<file path="src/rtl/ldp_pkg.sv">
package ldp_pkg;

    typedef struct packed {
        logic vld;
        logic par;
    } pred_t;

    localparam pred_t PRED_RESET = '{vld: 1'b0, par: 1'b1};

endpackage

</file>
<file path="src/rtl/ldp_rowmem.sv">
module ldp_rowmem #(
    parameter int WAYS = 4,
    parameter int ROWS = 256,
    localparam int RW  = (ROWS > 1) ? $clog2(ROWS) : 1,
    localparam int WW  = (WAYS > 1) ? $clog2(WAYS) : 1
) (
    input  logic            clk,
    input  logic            rst_n,
    input  logic [RW-1:0]   rd_row,
    output logic [WAYS-1:0] rd_data,
    input  logic            wr_en,
    input  logic [RW-1:0]   wr_row,
    input  logic [WW-1:0]   wr_way,
    input  logic            wr_bit
);

    logic [ROWS-1:0][WAYS-1:0] mem_d, mem_q;

    always_comb begin
        mem_d = mem_q;
        if (wr_en) begin
            mem_d[wr_row][wr_way] = wr_bit;
        end
    end

    always_ff @(posedge clk or negedge rst_n) begin
        if (!rst_n) begin
            mem_q <= '1;
        end else begin
            mem_q <= mem_d;
        end
    end

    assign rd_data = mem_q[rd_row];

    AST_HOLD_NO_WRITE: assert property (@(posedge clk) disable iff (!rst_n)
        !wr_en |=> (mem_q == $past(mem_q)));

    AST_WRITE_LANDS: assert property (@(posedge clk) disable iff (!rst_n)
        wr_en |=> (mem_q[$past(wr_row)][$past(wr_way)] == $past(wr_bit)));

endmodule

</file>
<file path="src/rtl/ldp_waysel.sv">
module ldp_waysel #(
    parameter int WAYS = 4,
    localparam int WW  = (WAYS > 1) ? $clog2(WAYS) : 1
) (
    input  logic [WAYS-1:0] row,
    input  logic [WW-1:0]   way,
    output logic            bit_o
);

    logic [WAYS-1:0] hit;

    for (genvar g = 0; g < WAYS; g++) begin : g_way
        assign hit[g] = (way == WW'(g)) & row[g];
    end

    assign bit_o = |hit;

endmodule

</file>
<file path="src/rtl/ldp_train.sv">
module ldp_train #(
    parameter int SW   = 5,
    parameter int OW   = 3,
    parameter int WW   = 2,
    localparam int RW  = SW + OW
) (
    input  logic          cm_valid,
    input  logic [SW-1:0] cm_set,
    input  logic [OW-1:0] cm_word,
    input  logic [WW-1:0] cm_way,
    input  logic          cm_pred,
    input  logic          cm_stalled,
    output logic          wr_en,
    output logic [RW-1:0] wr_row,
    output logic [WW-1:0] wr_way,
    output logic          wr_bit
);

    always_comb begin
        wr_en  = cm_valid && (cm_pred != cm_stalled);
        wr_row = {cm_set, cm_word};
        wr_way = cm_way;
        wr_bit = cm_stalled;
    end

endmodule

</file>
<file path="src/rtl/ldp_table.sv">
module ldp_table #(
    parameter int IC_WAYS    = 4,
    parameter int IC_SETS    = 32,
    parameter int LINE_WORDS = 8,
    localparam int SW   = (IC_SETS > 1) ? $clog2(IC_SETS) : 1,
    localparam int OW   = (LINE_WORDS > 1) ? $clog2(LINE_WORDS) : 1,
    localparam int WW   = (IC_WAYS > 1) ? $clog2(IC_WAYS) : 1,
    localparam int RW   = SW + OW,
    localparam int ROWS = 1 << RW
) (
    input  logic          clk,
    input  logic          rst_n,
    input  logic          ag_load_i,
    input  logic [SW-1:0] ag_set_i,
    input  logic [OW-1:0] ag_word_i,
    input  logic [WW-1:0] ag_way_i,
    input  logic          cm_valid_i,
    input  logic [SW-1:0] cm_set_i,
    input  logic [OW-1:0] cm_word_i,
    input  logic [WW-1:0] cm_way_i,
    input  logic          cm_pred_i,
    input  logic          cm_stalled_i,
    output logic          pred_valid_o,
    output logic          pred_par_o
);
    import ldp_pkg::*;

    logic [RW-1:0]      rd_row;
    logic [IC_WAYS-1:0] rd_data;
    logic               sel_bit;
    logic               wr_en;
    logic [RW-1:0]      wr_row;
    logic [WW-1:0]      wr_way;
    logic               wr_bit;
    logic               fwd;
    pred_t              out_d, out_q;

    assign rd_row = {ag_set_i, ag_word_i};

    ldp_train #(.SW(SW), .OW(OW), .WW(WW)) u_train (
        .cm_valid   (cm_valid_i),
        .cm_set     (cm_set_i),
        .cm_word    (cm_word_i),
        .cm_way     (cm_way_i),
        .cm_pred    (cm_pred_i),
        .cm_stalled (cm_stalled_i),
        .wr_en      (wr_en),
        .wr_row     (wr_row),
        .wr_way     (wr_way),
        .wr_bit     (wr_bit)
    );

    ldp_rowmem #(.WAYS(IC_WAYS), .ROWS(ROWS)) u_mem (
        .clk     (clk),
        .rst_n   (rst_n),
        .rd_row  (rd_row),
        .rd_data (rd_data),
        .wr_en   (wr_en),
        .wr_row  (wr_row),
        .wr_way  (wr_way),
        .wr_bit  (wr_bit)
    );

    ldp_waysel #(.WAYS(IC_WAYS)) u_sel (
        .row   (rd_data),
        .way   (ag_way_i),
        .bit_o (sel_bit)
    );

    assign fwd = wr_en && (wr_row == rd_row) && (wr_way == ag_way_i);

    always_comb begin
        out_d     = out_q;
        out_d.vld = ag_load_i;
        if (ag_load_i) begin
            out_d.par = fwd ? wr_bit : sel_bit;
        end
    end

    always_ff @(posedge clk or negedge rst_n) begin
        if (!rst_n) begin
            out_q <= PRED_RESET;
        end else begin
            out_q <= out_d;
        end
    end

    assign pred_valid_o = out_q.vld;
    assign pred_par_o   = out_q.par;

    AST_VALID_TRACKS: assert property (@(posedge clk) disable iff (!rst_n)
        ag_load_i |=> pred_valid_o);

    AST_NO_READ_HOLD: assert property (@(posedge clk) disable iff (!rst_n)
        !ag_load_i |=> (!pred_valid_o && $stable(pred_par_o)));

    AST_AGREE_NO_WRITE: assert property (@(posedge clk) disable iff (!rst_n)
        (!cm_valid_i || (cm_pred_i == cm_stalled_i)) |-> !wr_en);

    AST_FORWARD_NEW: assert property (@(posedge clk) disable iff (!rst_n)
        (ag_load_i && cm_valid_i && (cm_pred_i != cm_stalled_i)
         && (cm_set_i == ag_set_i) && (cm_word_i == ag_word_i) && (cm_way_i == ag_way_i))
        |=> (pred_par_o == $past(cm_stalled_i)));

endmodule

</file>
<file path="config.mk">
export PLATFORM = sky130hd
export DESIGN_NAME = ldp_table
export DESIGN_NICKNAME = d
export VERILOG_FILES = /design/src/rtl/ldp_pkg.sv /design/src/rtl/ldp_rowmem.sv /design/src/rtl/ldp_waysel.sv /design/src/rtl/ldp_train.sv /design/src/rtl/ldp_table.sv
export SDC_FILE = /design/constraint.sdc
export NUM_CORES = 2
export LEC_CHECK = 0
export ABC_CLOCK_PERIOD_IN_PS = 3500
export BUFFER_PORTS_ARGS = -buffer_cell sky130_fd_sc_hd__buf_2
export CAP_MARGIN = 10
export CORE_ASPECT_RATIO = 0.8
export CORE_MARGIN = 2
export CORE_UTILIZATION = 33
export CTS_BUF_LIST = sky130_fd_sc_hd__clkbuf_2 sky130_fd_sc_hd__clkbuf_4 sky130_fd_sc_hd__clkbuf_8
export DETAILED_ROUTE_END_ITERATION = 7
export PLACE_DENSITY = 0.48
export REMOVE_ABC_BUFFERS = 1
export SLEW_MARGIN = 10
export SYNTH_ARGS = -nofsm -noshare
export SYNTH_HDL_FRONTEND = slang
export SYNTH_HIERARCHICAL = 1
export SYNTH_SLANG_ARGS = --single-unit
export TNS_END_PERCENT = 20
</file>
<file path="constraint.sdc">
create_clock -name clk -period 3.5 [get_ports clk]
set_clock_uncertainty 0.2 [all_clocks]
set_input_delay 0.175 -clock clk [delete_from_list [all_inputs] [get_ports clk]]
set_output_delay 0.175 -clock clk [all_outputs]
set_load 0.1 [all_outputs]
</file>
==> impl_metrics.tcl <==
set metrics [dict create \
    drc_errors 0 \
    synth-main-ff-cell "dfstp_2" \
    port_buffers 27 \
    vdd_drop_max_mv 0.348 \
    path_clk_slew_ps 60 \
    grt_max_degree 197 \
    numCtsBuffers 176 \
    worstMarginPinSlew_ps 1130 \
    finalWorstSetupSlack_ps 180 \
    cp-end-kind "flip-flop" \
    avgRoutedWirePerCell_um 24.8 \
    timing.final.crit_share_pct 94.9 \
    cts_buffer_depth 3 \
    power_leakage_nw 23.4 \
    clkSinkCount 1026 \
    crit_type "reg2reg" \
    grt_pass1_wl_um 256000 \
    relSlewSlack_pct 24.8 \
    crit_required_ps 4110 \
    drt-vias-per-instance 5.23 \
    synth_cell_types 59 \
    netlist.top_cell.by_area "dfstp_2" \
    layout-drive-gt1-share_pct 61.0 \
    report.final.slew_viol_count 0 \
    seq_area_frac_synth_pct 50.3 \
    cp_max_fo 2 \
    grt.overflow.total 0 \
    synth.area.top_cells "dfstp_2 (50%), mux2_2 (22%), mux4_2 (8.1%)" \
    synth_seq_cells 1026 \
    h-tree-depth 4 \
    clk_latency_ps 920 \
    async_flop_share_pct 100 \
    track_usage_pct 20.6 \
    syn_inst 4495 \
    place_ws_ps -271 \
    status "finished, final reports clean" \
    timing.fmax_mhz 301 \
    antenna_found_initial 13 \
    arrival_ps 3930 \
    fill_cells 15600 \
    syn_avg_cell_area_um2 11.9 \
    initial_core_util_pct 33.2 \
    ys_warn_count 6 \
    io_pins 28 \
    start_kind "flip-flop" \
    cts_tree "yes" \
    wirelength_um 171000 \
    hp-class "in2reg" \
    die_w_um 455 \
    ant_nets 0 \
    coreArea_um2 162000 \
    dpl.hpwl_um 110000 \
    cap_violations 0 \
    place_congestion 0.838 \
    powerDensity_nw_per_um2 422 \
    via_count 36000 \
    rsz0062_at_grt "no" \
    fp-row-count 132 \
    die_h_um 364 \
    synth_area_um2 53600 \
    area_growth_pct 14.9 \
    design.die.area_um2 166000 \
    synth_top_area_share_pct 50.2 \
    synth-edff-count 0 \
    clockRootBuffer "clkbuf_8" \
    nets 4631 \
    grt_pass1_vias 37200 \
    finalInstanceArea_um2 61600 \
    period_minus_slack_ps 3320 \
    drt_first_iter_violations 2846 \
    dr.pass1.iters 6 \
    placed_cell_area_um2 57500 \
    setup_viol 0 \
    finalHoldViolCount 0 \
]
[cell type report]
cell class | count | area [µm²] | area share, %
Sequential cell | 1026 | 27000 | 43.8
Multi-Input combinational cell | 3090 | 25000 | 40.6
Clock buffer | 289 | 3610 | 5.87
Timing Repair Buffer | 308 | 3090 | 5.01
Tap cell | 2144 | 2680 | 4.36
Clock inverter | 22 | 198 | 0.321
Antenna cell | 5 | 12.5 | 0.0203
Inverter | 3 | 11.3 | 0.0183
[critical path, cell delays in order (launching register included)]
cell,delay [ps]
dfstp_2,360
mux2_2,290
a222oi_1,370
o211ai_1,270
a22oi_1,340
buf_4,170
a22oi_1,170
or3_1,390
mux4_2,450
o31ai_1,80
a31oi_1,130
[layer usage]
layer / GRT usage (%) / part of all wire (%)
met4: 6.14 / 2.5
met5: 0 / 0
met3: 3.44 / 4.8
met2: 29.7 / 43
met1: 31.4 / 50
[registers in the layout, indices dropped and copies added (netlist names)]
name	count
pred_par_o	1
pred_valid_o	1
u_mem/mem_q	1024
[power breakdown]
part / internal, W / switching (W)
clock network: 0.00664 / 0.00524
registers: 0.0121 / 0.0000614
logic: 0.000599 / 0.00133
[cell usage in the layout (no fill, tap or decap), types with 10 or more instances in the layout]
master and count:
mux2_2 1053, dfstp_2 1025, nor2_1 706, nand2_1 685
clkbuf_8 231, buf_4 195, mux4_2 192, mux2i_1 104
clkbuf_4 58, buf_12 57, a22oi_1 56, dlygate4sd3_1 28
a21oi_1 26, o21ai_0 24, buf_2 23, nor3_1 21
nand2b_1 16, nor2b_1 15, a221oi_1 14, o221ai_1 14
a31oi_1 12, nand3_1 11, and2_1 11, xnor2_1 10
clkinv_2 10, a221o_1 10
[path summary, 6_finish.rpt]
kind | startpoint | endpoint | slack, ps | cells after the start
max | u_mem/mem_q[606]$_DFFE_PN1P_ | pred_par_o$_DFFE_PN1P_ | 180 | 10
min | cm_pred_i | u_mem/mem_q[839]$_DFFE_PN1P_ | 180 | 6
max reg2reg | u_mem/mem_q[606]$_DFFE_PN1P_ | pred_par_o$_DFFE_PN1P_ | 180 | 10
min reg2reg | pred_par_o$_DFFE_PN1P_ | pred_par_o$_DFFE_PN1P_ | 380 | 2
max in group asynchronous | rst_n | u_mem/mem_q[343]$_DFFE_PN1P_ | 2050 | 5
min in group asynchronous | rst_n | pred_valid_o$_DFF_PN0_ | 460 | 4
[synthesized netlist by cell type, drive strengths merged, types with 4 or more instances]
master,instances
nor2,713
nor3,23
dfstp,1025
a21oi,26
o21ai,26
nand2,689
o22ai,9
and2,11
nand4,4
clkbuf,268
a32o,4
nor4,5
mux2i,104
buf,108
mux2,1057
a221o,10
nor2b,16
a31oi,12
a221oi,15
xnor2,10
nand2b,16
a22oi,56
mux4,196
or2,4
a222oi,4
or3,5
a211oi,9
nand3,12
o221ai,14
and3,6
[through the flow]
| stage | std cells | TNS [ps] | hold slack, ps | utilization (%) | total power [W] |
|---|---|---|---|---|---|
| floorplan | 4119 | -915680 | -321 | - | 0.0129 |
| global placement | 6542 | -248 | 203 | 35.6 | 0.0142 |
| detailed placement | 6542 | -271 | 202 | 35.6 | 0.0142 |
| CTS | 6882 | 0 | 69.0 | 38.1 | 0.0264 |
| global route | 6885 | 0 | 134 | 38.1 | 0.0271 |
| finish | 6887 | 0 | 179 | 38.1 | 0.0260 |
[cells by family (layout without fill, tap and decap cells)]
| family | Yosys count | after routing | share of synthesized area [%] |
|---|---|---|---|
| simple gates | 1513 | 1513 | 11.1 |
| mux | 1357 | 1357 | 32.4 |
| flops | 1026 | 1026 | 50.3 |
| buf+inv | 379 | 622 | 3.18 |
| compound gates | 209 | 209 | 2.84 |
| xor+xnor | 11 | 11 | 0.180 |
| other cells | 0 | 5 | 0 |
[repair_timing]
| action | CTS | global route |
|---|---|---|
| buffers inserted | 0 | 0 |
| hold buffers | 29 | 0 |
| gates resized for setup | 0 | 0 |
| endpoints found under the hold margin | 1571 | 0 |
(Power assumes the default switching activity.)
